`src/rtl/cld_pkg.sv`:
```
// Shared types and defaults for the serial cyclic-code divider.
// Assumes bit i of a generator constant is the coefficient of x^i.
package cld_pkg;

    typedef enum logic {
        OP_CHECK  = 1'b0,
        OP_ENCODE = 1'b1
    } op_mode_t;

    localparam int unsigned DEF_DEG   = 3;
    localparam int unsigned DEF_DATA  = 4;
    localparam logic [3:0]  DEF_GPOLY = 4'b1011;   // 1 + x + x^3

endpackage

```
`src/rtl/cld_lfsr.sv`:
```
// Division register: DEG cells with feedback from the top cell, taps taken
// from GPOLY. Assumes GPOLY[DEG] = 1 (top coefficient always connected).
// One step per asserted 'step'; quotient bit = top cell before the step.
module cld_lfsr #(
    parameter int unsigned DEG   = 3,
    parameter logic [DEG:0] GPOLY = 4'b1011
) (
    input  logic           clk,
    input  logic           rst_n,
    input  logic           clear,
    input  logic           step,
    input  logic           din,
    output logic [DEG-1:0] rem,
    output logic           q_bit,
    output logic           q_valid
);

    logic [DEG-1:0] cell_q;
    logic [DEG-1:0] cell_d;
    logic           fb;

    assign fb  = cell_q[DEG-1];
    assign rem = cell_q;

    // Next-state network: one XOR tap per generator coefficient.
    generate
        for (genvar i = 0; i < DEG; i++) begin : g_cell
            if (i == 0) begin : g_head
                assign cell_d[0] = din ^ (GPOLY[0] & fb);
            end else begin : g_tap
                assign cell_d[i] = cell_q[i-1] ^ (GPOLY[i] & fb);
            end
        end
    endgenerate

    // Register update and quotient capture.
    always_ff @(posedge clk) begin
        if (!rst_n || clear) begin
            cell_q  <= '0;
            q_bit   <= 1'b0;
            q_valid <= 1'b0;
        end else begin
            q_valid <= step;
            if (step) begin
                cell_q <= cell_d;
                q_bit  <= fb;
            end
        end
    end

endmodule

```
`src/rtl/cld_seq.sv`:
```
// Word sequencer: counts accepted bits, latches the mode with the first bit,
// forces zero feed for the check-bit positions in encode mode, and pulses
// done after the last bit. Assumes clear precedes every word.
module cld_seq
    import cld_pkg::*;
#(
    parameter int unsigned CW_BITS   = 7,
    parameter int unsigned DATA_BITS = 4
) (
    input  logic     clk,
    input  logic     rst_n,
    input  logic     clear,
    input  logic     bit_valid,
    input  op_mode_t mode_in,
    output logic     accept,
    output logic     zero_feed,
    output logic     data_phase,
    output logic     flush_en,
    output logic     done
);

    localparam int unsigned CNTW = $clog2(CW_BITS + 1);
    localparam logic [CNTW-1:0] LAST = CNTW'(CW_BITS - 1);
    localparam logic [CNTW-1:0] FULL = CNTW'(CW_BITS);
    localparam logic [CNTW-1:0] DLIM = CNTW'(DATA_BITS);

    logic [CNTW-1:0] cnt;
    op_mode_t        mode_q;
    op_mode_t        mode_eff;
    logic            full;

    // Decode of the word position and the effective mode.
    always_comb begin
        full       = (cnt == FULL);
        accept     = bit_valid && !full;
        mode_eff   = (cnt == '0) ? mode_in : mode_q;
        zero_feed  = (mode_eff == OP_ENCODE) && (cnt >= DLIM);
        data_phase = (mode_eff == OP_ENCODE) && (cnt < DLIM);
        flush_en   = full && (mode_q == OP_ENCODE);
    end

    // Bit counter, mode latch and done pulse.
    always_ff @(posedge clk) begin
        if (!rst_n || clear) begin
            cnt    <= '0;
            mode_q <= OP_CHECK;
            done   <= 1'b0;
        end else begin
            done <= accept && (cnt == LAST);
            if (accept) begin
                cnt <= cnt + CNTW'(1);
                if (cnt == '0) begin
                    mode_q <= mode_in;
                end
            end
        end
    end

endmodule

```
`src/rtl/cld_emit.sv`:
```
// Codeword serializer for encode mode: echoes each data bit, then sends the
// remainder top cell first once flush_en is seen. Assumes rem is stable
// while flush_en is high.
module cld_emit #(
    parameter int unsigned DEG = 3
) (
    input  logic           clk,
    input  logic           rst_n,
    input  logic           clear,
    input  logic           data_load,
    input  logic           data_bit,
    input  logic           flush_en,
    input  logic [DEG-1:0] rem,
    output logic           code_out,
    output logic           code_valid
);

    localparam int unsigned FW = $clog2(DEG + 1);
    localparam logic [FW-1:0] FLIM = FW'(DEG);

    logic [FW-1:0]  fidx;
    logic [DEG-1:0] sh;
    logic [DEG-1:0] pick;

    // Source of the next check bit: the live remainder first, then the copy.
    assign pick = (fidx == '0) ? rem : sh;

    // Serial output register and check-bit shifter.
    always_ff @(posedge clk) begin
        if (!rst_n || clear) begin
            code_out   <= 1'b0;
            code_valid <= 1'b0;
            fidx       <= '0;
            sh         <= '0;
        end else begin
            code_valid <= 1'b0;
            if (data_load) begin
                code_out   <= data_bit;
                code_valid <= 1'b1;
            end else if (flush_en && (fidx < FLIM)) begin
                code_out   <= pick[DEG-1];
                code_valid <= 1'b1;
                sh         <= pick << 1;
                fidx       <= fidx + FW'(1);
            end
        end
    end

endmodule

```
`src/rtl/cyc_lfsr_divider.sv`:
```
// Top: bit-serial divider by a fixed generator, used as a cyclic-code
// checker (syndrome) or systematic encoder (check bits appended serially).
// Assumes mode is valid with the first bit and clear starts each word.
module cyc_lfsr_divider
    import cld_pkg::*;
#(
    parameter int unsigned  DEG       = DEF_DEG,
    parameter int unsigned  DATA_BITS = DEF_DATA,
    parameter logic [DEG:0] GPOLY     = DEF_GPOLY
) (
    input  logic           clk,
    input  logic           rst_n,
    input  logic           clear,
    input  logic           bit_in,
    input  logic           bit_valid,
    input  logic           mode,
    output logic           quotient_out,
    output logic           q_valid,
    output logic [DEG-1:0] syndrome,
    output logic           done,
    output logic           code_out,
    output logic           code_valid
);

    localparam int unsigned CW_BITS = DATA_BITS + DEG;

    logic     accept;
    logic     zero_feed;
    logic     data_phase;
    logic     flush_en;
    logic     din;
    op_mode_t mode_t;

    assign mode_t = op_mode_t'(mode);
    assign din    = zero_feed ? 1'b0 : bit_in;

    cld_seq #(
        .CW_BITS   (CW_BITS),
        .DATA_BITS (DATA_BITS)
    ) u_seq (
        .clk        (clk),
        .rst_n      (rst_n),
        .clear      (clear),
        .bit_valid  (bit_valid),
        .mode_in    (mode_t),
        .accept     (accept),
        .zero_feed  (zero_feed),
        .data_phase (data_phase),
        .flush_en   (flush_en),
        .done       (done)
    );

    cld_lfsr #(
        .DEG   (DEG),
        .GPOLY (GPOLY)
    ) u_lfsr (
        .clk     (clk),
        .rst_n   (rst_n),
        .clear   (clear),
        .step    (accept),
        .din     (din),
        .rem     (syndrome),
        .q_bit   (quotient_out),
        .q_valid (q_valid)
    );

    cld_emit #(
        .DEG (DEG)
    ) u_emit (
        .clk        (clk),
        .rst_n      (rst_n),
        .clear      (clear),
        .data_load  (accept && data_phase),
        .data_bit   (bit_in),
        .flush_en   (flush_en),
        .rem        (syndrome),
        .code_out   (code_out),
        .code_valid (code_valid)
    );

endmodule

```
`config.mk`:
```
export PLATFORM = sky130hd
export DESIGN_NAME = cyc_lfsr_divider
export DESIGN_NICKNAME = d
export VERILOG_FILES = /design/src/rtl/cld_pkg.sv /design/src/rtl/cld_lfsr.sv /design/src/rtl/cld_seq.sv /design/src/rtl/cld_emit.sv /design/src/rtl/cyc_lfsr_divider.sv
export SDC_FILE = /design/constraint.sdc
export NUM_CORES = 1
export LEC_CHECK = 0
export BUFFER_PORTS_ARGS = -buffer_cell sky130_fd_sc_hd__buf_2
export CORE_UTILIZATION = 53
export CTS_CLUSTER_SIZE = 20
export DETAILED_ROUTE_END_ITERATION = 10
export HOLD_SLACK_MARGIN = 0.05
export PLACE_DENSITY = 0.79
export SLEW_MARGIN = 20
export SYNTH_ARGS = -nofsm -noshare
export SYNTH_HDL_FRONTEND = slang
export SYNTH_SLANG_ARGS = --single-unit
```
`constraint.sdc`:
```
create_clock -name clk -period 5 [get_ports clk]
set_clock_uncertainty 0.2 [all_clocks]
set_input_delay 0.25 -clock clk [delete_from_list [all_inputs] [get_ports clk]]
set_output_delay 0.25 -clock clk [all_outputs]
set_load 0.1 [all_outputs]
```
; Word level (Yosys, flattened, before mapping)
; Index checks and enable logic that the tools add are counted.
[totals]
register_bits = 16
output_inout_bits = 8
[op_classes]
n_addsub = 2
n_lt_le_gt_ge = 3
n_eq_ne = 2
muxes = 7
bitwise_logic = 3
reduce_logical = 14
[op_table]
columns = operator, n
row1 = 1-bit logical AND, 7
row2 = 3-bit equality test (second input constant), 2
row3 = 1-bit two-way mux, 6
row4 = 3-bit by 1-bit adder with 3-bit output (second input constant), 1
row5 = 3-bit greater-or-equal comparator (second input constant), 1
row6 = 3-bit zero test, 1
row7 = 3-bit < comparator (second input constant), 1
row8 = 3-bit two-way mux, 1
row9 = 2-bit by 1-bit adder with 2-bit output (second input constant), 1
row10 = 1-bit zero test, 2
row11 = 2-bit zero test, 1
row12 = 2-bit < comparator (second input constant), 1
row13 = 2-bit AND reduction, 1
row14 = 2-bit nonzero test, 1
row15 = 1-bit XOR, 2
row16 = 1-bit logical OR, 1
row17 = 1-bit inverter, 1

; Longest topological paths before layout
; Gate-level depths: netlist (run 1).
[depth]
word_depth = 6
depth_mapped = 6
ltp_nobuf = 5

; Cells and area by module
; Synthesis (run 1) repeated with hierarchy kept, for this count alone.
[unflattened]
hier_cells = 81
hier_area_um2 = 778.2
[by_module_without_submodules]
columns = mod, n_inst, cells_each, area_each_um2
row1 = cld_emit, 1, 30, 285.3
row2 = cld_seq, 1, 29, 279.0
row3 = cld_lfsr, 1, 20, 193.9
row4 = cyc_lfsr_divider, 1, 2, 20.0

; Worst setup path before layout (run 1)
; OpenSTA, ideal clock, no wires.
[synth_path]
path_kind = reg-to-reg
from = reg u_seq.cnt[0]
to = reg u_emit.code_out
setup_time_ns = 0.076
arrival_ns = 1.522
required_ns = 4.724
path_slack_ns = 3.202
path_stages_with_launch = 7
n_path_buf = 1
cell_sequence = dfxtp_1 > ha_1 > ha_1 > nand2b_4 > buf_6 > or4b_1 > a31oi_1
[synth_between]
elab_chain_len = 5
word_cells_on_any_way = 12
cone_classes = order compare: 1 / eq/ne: 1 / mux: 2 / reduce/logical: 8
[synth_lines]
columns = element, line_no
row1 = from (decl), cld_seq.sv:27  ; logic [CNTW-1:0] cnt;
row2 = from (signal assigned), cld_seq.sv:51  ; cnt <= cnt + CNTW'(1);
row3 = "parallel branches: the longest is 5 deep, another holds 3-bit < comparator", -
row4 = to (signal assigned), cld_emit.sv:38  ; code_out <= data_bit;
row5 = to (signal assigned), cld_emit.sv:41  ; code_out <= pick[DEG-1];
row6 = to (decl), cld_emit.sv:14  ; output logic code_out,
; Parallel ways; which one is timed is not known.
; A chain may end at the register's enable or synchronous reset.

; Final worst setup path (run 1)
; Same ends and word-level chain as after synthesis.

==> impl_metrics.csv, run 1 <==
group,metric,value,unit
outcome,status,"completed",
synth,yosys_most_used_dff,"dfxtp_1",
cells_and_area,fillers,110,
power,max-vdd-ir-drop,0.1715,mV
place,hpwl,896.7,um
setup_path,slowest_delay,0.46,ns
setup_path,arrival,1.82,ns
synth,synth_enable_flop_cells,0,
power,leakagePower,0.3681,nW
routing,finalWirelength,1213,um
synth,netlist_instances,83,
synth,syn_area_per_cell,9.105,um2
timing,rsz0062_at_grt,"no",
setup_path,critPathTopFamily,"simple AND/OR/NAND/NOR gates",
timing,min_period,1.807,ns
synth,synth_top_area_share,42.38,%
clock_network,cts_hold_buf,1,
power,swShare,24.55,%
global_routing,antenna_found_initial,0,
synth,synthesis.nets,95,
timing,final_hold_viol_count,0,
setup_path,path_cells,"ha_1, ha_1, nand2b_4, or4b_1, a31oi_1",
power,power_frac_seq,54.4,%
routing,wl_per_cell,10.93,um
job,cap_violations,0,
setup_path,critPathSlowestCell,"or4b_1",
clock_network,clock-root-buffer,"clkbuf_4",
floorplanning,initial_core_util,57.36,%
synth,yosysWarnings,0,
power,combinationalPowerShare,11.2,%
synth,synth_area_leaders,"dfxtp_1, ha_1, nand2_1",
setup_path,critical_path_class,"flop to flop",
floorplanning,die_h,39.76,um
synth,synth_seq_cells,16,
routing,avgViaCountPerCell,5.162,
floorplanning,die_area,1581,um2
global_routing,grt-ovfl-total,0,
routing,antenna_left,0,
cells_and_area,mostFrequentLayoutCells,"nand2_1, dfxtp_1, buf_2",
place,io_buffer_count,13,
timing,worst_pin_slew,0.5561,ns
timing,holdWs,0.09088,ns
power,power_switching,0.05914,mW
timing,min_period_over_period,36.15,%
clock_network,clk_latency,0.28,ns
routing,drt_first_iter_violations,7,
global_routing,grt_start_max_net_pins,16,
synth,synth.largest_area_cell,"dfxtp_1",
cells_and_area,area_growth,13.08,%
setup_path,cp-start-kind,"flop",
cells_and_area,layout-drive-gt1-share,22.92,%
synth,synth_area,755.7,um2
synth,ys_seq_area_share,42.38,%
setup_path,path_buf_inv,0,
timing,max_clock_freq,553.3,MHz
routing,drc,0,
timing,final.setup.tns,0,ns
synth,synth_cell_types,27,
setup_path,end_kind,"flop",
clock_network,cts_setup_buffers,0,
setup_path,worstPathRequired,5.01,ns
clock_network,h-tree-depth,1,
clock_network,clk_pin_slew,0.09,ns
synth,synthArstFlopShare,0,%
power,power.density,281.9,nW/um2
cells_and_area,multi_input_area,389.1,um2
global_routing,grtUsageTotal,19.55,%
global_routing,grt_pass1_wl,2014,um
setup_path,crit_fanout,9,
floorplanning,pin_count,14,
floorplanning,core-area,1318,um2
floorplanning,std_cell_rows,13,
timing,slew_headroom,62.92,%
clock_network,cts_resized,0,
clock_network,cts_sinks,16,
routing,num_vias,573,
setup_path,cp_common_cell,"ha_1",
cells_and_area,layout.area.seq,320.3,um2
clock_network,tritoncts,"done",
clock_network,clock_path_buffers,2,
power,p_int,0.1818,mW
routing,firstDrtPassIters,4,
global_routing,grt_pass1_vias,479,
cells_and_area,fin_nets,109,
min_path,worstHoldPathType,"input pin to flop",
place,place_congestion,0.7742,
clock_network,cts_buffers,3,
power,p_clk_share,34.4,%
timing,finalSetupViolations,0,
cells_and_area,diodes,0,
timing,maxSlewViolCount,0,
floorplanning,die_x,39.76,um
-- final timing paths --
| check | startpoint | cells past startpoint | slack (ns) | to |
|---|---|---|---|---|
| max | u_seq.cnt[0]$_SDFFE_PP0P_ | 5 | 3.19 | u_emit.code_out$_SDFFE_PP0P_ |
| min | bit_valid | 3 | 0.09 | u_lfsr.q_valid$_SDFF_PP0_ |
| max reg2reg | u_seq.cnt[0]$_SDFFE_PP0P_ | 5 | 3.19 | u_emit.code_out$_SDFFE_PP0P_ |
| min reg2reg | u_emit.sh[1]$_SDFFE_PP0P_ | 2 | 0.26 | u_emit.sh[1]$_SDFFE_PP0P_ |
-- worst reg2reg max path, cell delays in order (launching register included) --
cell and delay [ns]:
dfxtp_1 0.33, ha_1 0.20, ha_1 0.22, nand2b_4 0.19
or4b_1 0.47, a31oi_1 0.13
-- cells in the mapped netlist (2+ instances only) --
library cell,instances
dfxtp_1,16
nand2_1,16
a21oi_1,9
ha_1,6
nor2_1,5
inv_1,4
a211oi_1,3
mux2i_1,3
clkbuf_1,2
xnor2_1,2
-- power groups by stage --
stage          registers [mW]  logic, mW  clock network [mW]
6_report                0.131     0.0270              0.0828
5_1_grt                 0.132     0.0292              0.0941
4_1_cts                 0.131     0.0271              0.0871
3_5_place_dp            0.134     0.0264                   0
3_3_place_gp            0.134     0.0262                   0
2_1_floorplan           0.142     0.0142                   0
-- sequential cells by signal, indices dropped and copies added (netlist names) --
name,count
u_lfsr.q_bit,1
u_emit.code_valid,1
u_seq.cnt,3
u_lfsr.q_valid,1
u_seq.done,1
u_emit.code_out,1
u_emit.fidx,2
u_emit.sh,2
u_seq.mode_q,1
u_lfsr.rem,3
-- routing by layer --
layer / share of wire [%] / wire length (um) / vias to the layer above / GRT usage (%)
li1: - / - / 309 / -
met1: 50 / 604 / 251 / 23.89
met2: 45 / 546 / 10 / 30.74
met3: 4.3 / 52 / 3 / 8.523
met4: 0.74 / 9 / 0 / 5.172
met5: 0 / 0 / - / 0
-- kinds of logic after synthesis --
| kind of cell | share of synthesized area, % |
|---|---|
| fa+ha+maj | 9.934 |
| mux | 5.464 |
| flops | 42.38 |
| compound gates | 11.92 |
| xor+xnor | 2.318 |
| buf+inv | 6.125 |
| simple gates | 21.86 |
-- stage by stage --
step                instances  power [mW]  area, um2  util (%)  worst slack (ns)
floorplan                  83      0.1565      755.7         -             3.202
global placement          106      0.1602      808.3     61.35             3.246
detailed placement        106      0.1606      808.3     61.35             3.207
CTS                       111      0.2454      854.6     64.86             3.196
global route              111      0.2548      854.6     64.86             3.143
finish                    111      0.2409      854.6     64.86             3.193
-- layout make-up --
type | instances | area share, %
clock buffer | 4 | 4.246
sequential | 16 | 37.48
timing repair buffer | 14 | 8.785
multi-input combinational | 58 | 45.53
inverter | 4 | 1.757
tap | 15 | 2.196
Power figures use the tool's default switching activity.
==> inputs of run 2 (changes only) <==
- CORE_UTILIZATION: 53 -> 47
- PLACE_DENSITY: 0.79 -> 0.74
- clock period: 5 -> 1.55 ns (I/O delays scaled with it)
==> impl_metrics.csv, run 2 (synthesis results as in run 1) <==
group,metric,value,unit
place,hpwl,1046,um
outcome,status,"finished, violations left",
setup_path,cp_common_cell,"ha_4",
power,swShare,25.34,%
setup_path,r2r_end,"u_emit.code_out$_SDFFE_PP0P_",
timing,max_clock_freq,602.7,MHz
cells_and_area,fin_nets,123,
cells_and_area,layout_commonest_cell,"nand2_1",
routing,routed.top_layer,"met4",
routing,firstDrtPassIters,4,
routing,routed-wl-met3,55,um
timing,rsz0062_at_grt,"yes",
clock_network,clock_path_buffers,2,
cells_and_area,stdcell_count,126,
routing,antenna_left,0,
place,place_congestion,0.7254,
floorplanning,die_h,42.10,um
floorplanning,die_area,1772,um2
cells_and_area,mostFrequentLayoutCells,"nand2_1, buf_2, dfxtp_1",
timing,min_period_over_period,107.0,%
setup_path,critPathTopFamily,"simple AND/OR/NAND/NOR gates",
clock_network,tritoncts,"done",
clock_network,clk_pin_slew,0.10,ns
floorplanning,pin_count,14,
power,p_int,0.6036,mW
global_routing,grt-ovfl-total,0,
setup_path,critPathSlowestCell,"or4b_1",
floorplanning,std_cell_rows,14,
cells_and_area,final_area,1015,um2
routing,num_vias,654,
timing,min_period,1.659,ns
setup_path,regToRegSetupSlack,-0.11,ns
place,io_buffer_count,13,
job,cap_violations,0,
min_path,hold_path_depth,2,
setup_path,path_buf_inv,0,
min_path,worstHoldPathType,"flop to flop",
power,max-vdd-ir-drop,0.6662,mV
power,leakagePower,0.4279,nW
power,power_frac_seq,52.6,%
setup_path,arrival,1.68,ns
timing,worst_pin_slew,0.4850,ns
clock_network,cts_buffers,3,
cells_and_area,area_growth,34.27,%
floorplanning,die_x,42.10,um
place,place_inst,115,
timing,maxSlewViolCount,0,
clock_network,clock-root-buffer,"clkbuf_4",
setup_path,path_cells,"ha_4, ha_4, nand2b_4, or4b_1, a31oi_1",
setup_path,crit_cells,5,
global_routing,grt_pass1_wl,2477,um
floorplanning,core-area,1506,um2
setup_path,critical_path_class,"flop to flop",
outcome,violations,"negative setup slack",
routing,drc,0,
power,power_switching,0.2049,mW
clock_network,cts_sinks,16,
global_routing,antenna_found_initial,0,
clock_network,clk_latency,0.28,ns
setup_path,cp-start-kind,"flop",
setup_path,end_kind,"flop",
routing,wl_met2,722,um
cells_and_area,layout-drive-gt1-share,38.18,%
power,power.density,796.7,nW/um2
setup_path,r2r_start,"u_seq.cnt[1]$_SDFFE_PP0P_",
clock_network,h-tree-depth,1,
global_routing,grtUsageTotal,18.52,%
min_path,hold_end,"u_lfsr.q_bit$_SDFFE_PP0P_",
cells_and_area,diodes,0,
routing,wl_per_cell,11.85,um
power,p_clk_share,33.8,%
global_routing,grt_start_max_net_pins,11,
timing,slew_headroom,67.89,%
place,place_area,898.4,um2
routing,avgViaCountPerCell,5.190,
routing,drt_first_iter_violations,4,
setup_path,worstPathRequired,1.57,ns
global_routing,grt_pass1_vias,588,
floorplanning,initial_core_util,50.17,%
timing,worst_slack,-0.1091,ns
min_path,min_from,"u_lfsr.q_bit$_SDFFE_PP0P_",
power,combinationalPowerShare,13.7,%
setup_path,reg2reg_depth,5,
routing,finalWirelength,1493,um
setup_path,crit_fanout,4,
timing,finalSetupViolations,4,
timing,final_hold_viol_count,0,
routing,wl_met1,705,um
setup_path,slowest_delay,0.47,ns
## run 2: cell count changes in the layout (fill, tap and decap cells not counted), sizes merged
cell / change
buf: +9
dlygate4sd3: +4
and2b: +1
## run 2: worst max-delay path by stage
stage,startpoint,endpoint,slack [ns]
after detailed placement,u_seq.cnt[0]$_SDFFE_PP0P_,u_emit.code_out$_SDFFE_PP0P_,-0.20
after CTS,u_seq.cnt[1]$_SDFFE_PP0P_,u_emit.code_out$_SDFFE_PP0P_,-0.12
final,u_seq.cnt[1]$_SDFFE_PP0P_,u_emit.code_out$_SDFFE_PP0P_,-0.11
after floorplan,u_seq.cnt[1]$_SDFFE_PP0P_,u_emit.code_out$_SDFFE_PP0P_,-0.21
after global placement,u_seq.cnt[0]$_SDFFE_PP0P_,u_emit.code_out$_SDFFE_PP0P_,-0.15
after global routing,u_seq.cnt[1]$_SDFFE_PP0P_,u_emit.code_out$_SDFFE_PP0P_,-0.16
## run 2: repair_timing
| action | 4_1_cts | 5_1_grt |
|---|---|---|
| gates cloned | 1 | 0 |
| resized for setup | 4 | 3 |
| setup endpoints to repair | 10 | 12 |
| hold buffers | 5 | 0 |
| buffers inserted | 0 | 1 |
| pin swaps | 5 | 0 |
| endpoints found under the hold margin | 8 | 0 |
## run 2: layout make-up
class / count / area (um2)
fillers: 127 / 491.7
multi-input cells: 59 / 435.4
flip-flops and latches: 16 / 325.3
repair buffers: 27 / 182.7
clock buffers: 4 / 36.28
well taps: 16 / 20.02
inverters: 4 / 15.01
## run 2: power groups by stage
stage          Clock [mW]  Combinational (mW)  Sequential [mW]
6_report            0.273               0.111            0.425
3_5_place_dp            0              0.0958            0.434
5_1_grt             0.299               0.119            0.426
4_1_cts             0.281               0.108            0.425
2_1_floorplan           0              0.0458            0.460
3_3_place_gp            0              0.0946            0.434
## run 2: layer usage
layer / GRT usage, % / vias to the layer above
met5: 0 / -
met4: 5.625 / 0
met3: 6.466 / 2
met2: 32.19 / 13
met1: 21.37 / 303
li1: - / 336
## run 2: metrics by stage
| step | setup WS (ns) | hold WS [ns] | utilization [%] | total power [mW] | TNS, ns |
|---|---|---|---|---|---|
| after global routing | -0.1622 | 0.2961 | 67.36 | 0.8438 | -0.5647 |
| after CTS | -0.1230 | 0.2670 | 66.20 | 0.8140 | -0.2828 |
| final | -0.1091 | 0.2654 | 67.36 | 0.8085 | -0.2068 |
| after detailed placement | -0.2027 | 0.1338 | 59.63 | 0.5300 | -0.6237 |
| after global placement | -0.1457 | 0.1377 | 59.63 | 0.5283 | -0.3748 |
| after floorplan | -0.2056 | 0.02471 | - | 0.5060 | -0.2233 |
## run 2: worst min-delay path: cells and delay by family, from the launching register on
| family | cells | cell delay (ns) |
|---|---|---|
| flops | 1 | 0.32 |
| simple gates | 1 | 0.05 |
| compound gates | 1 | 0.05 |
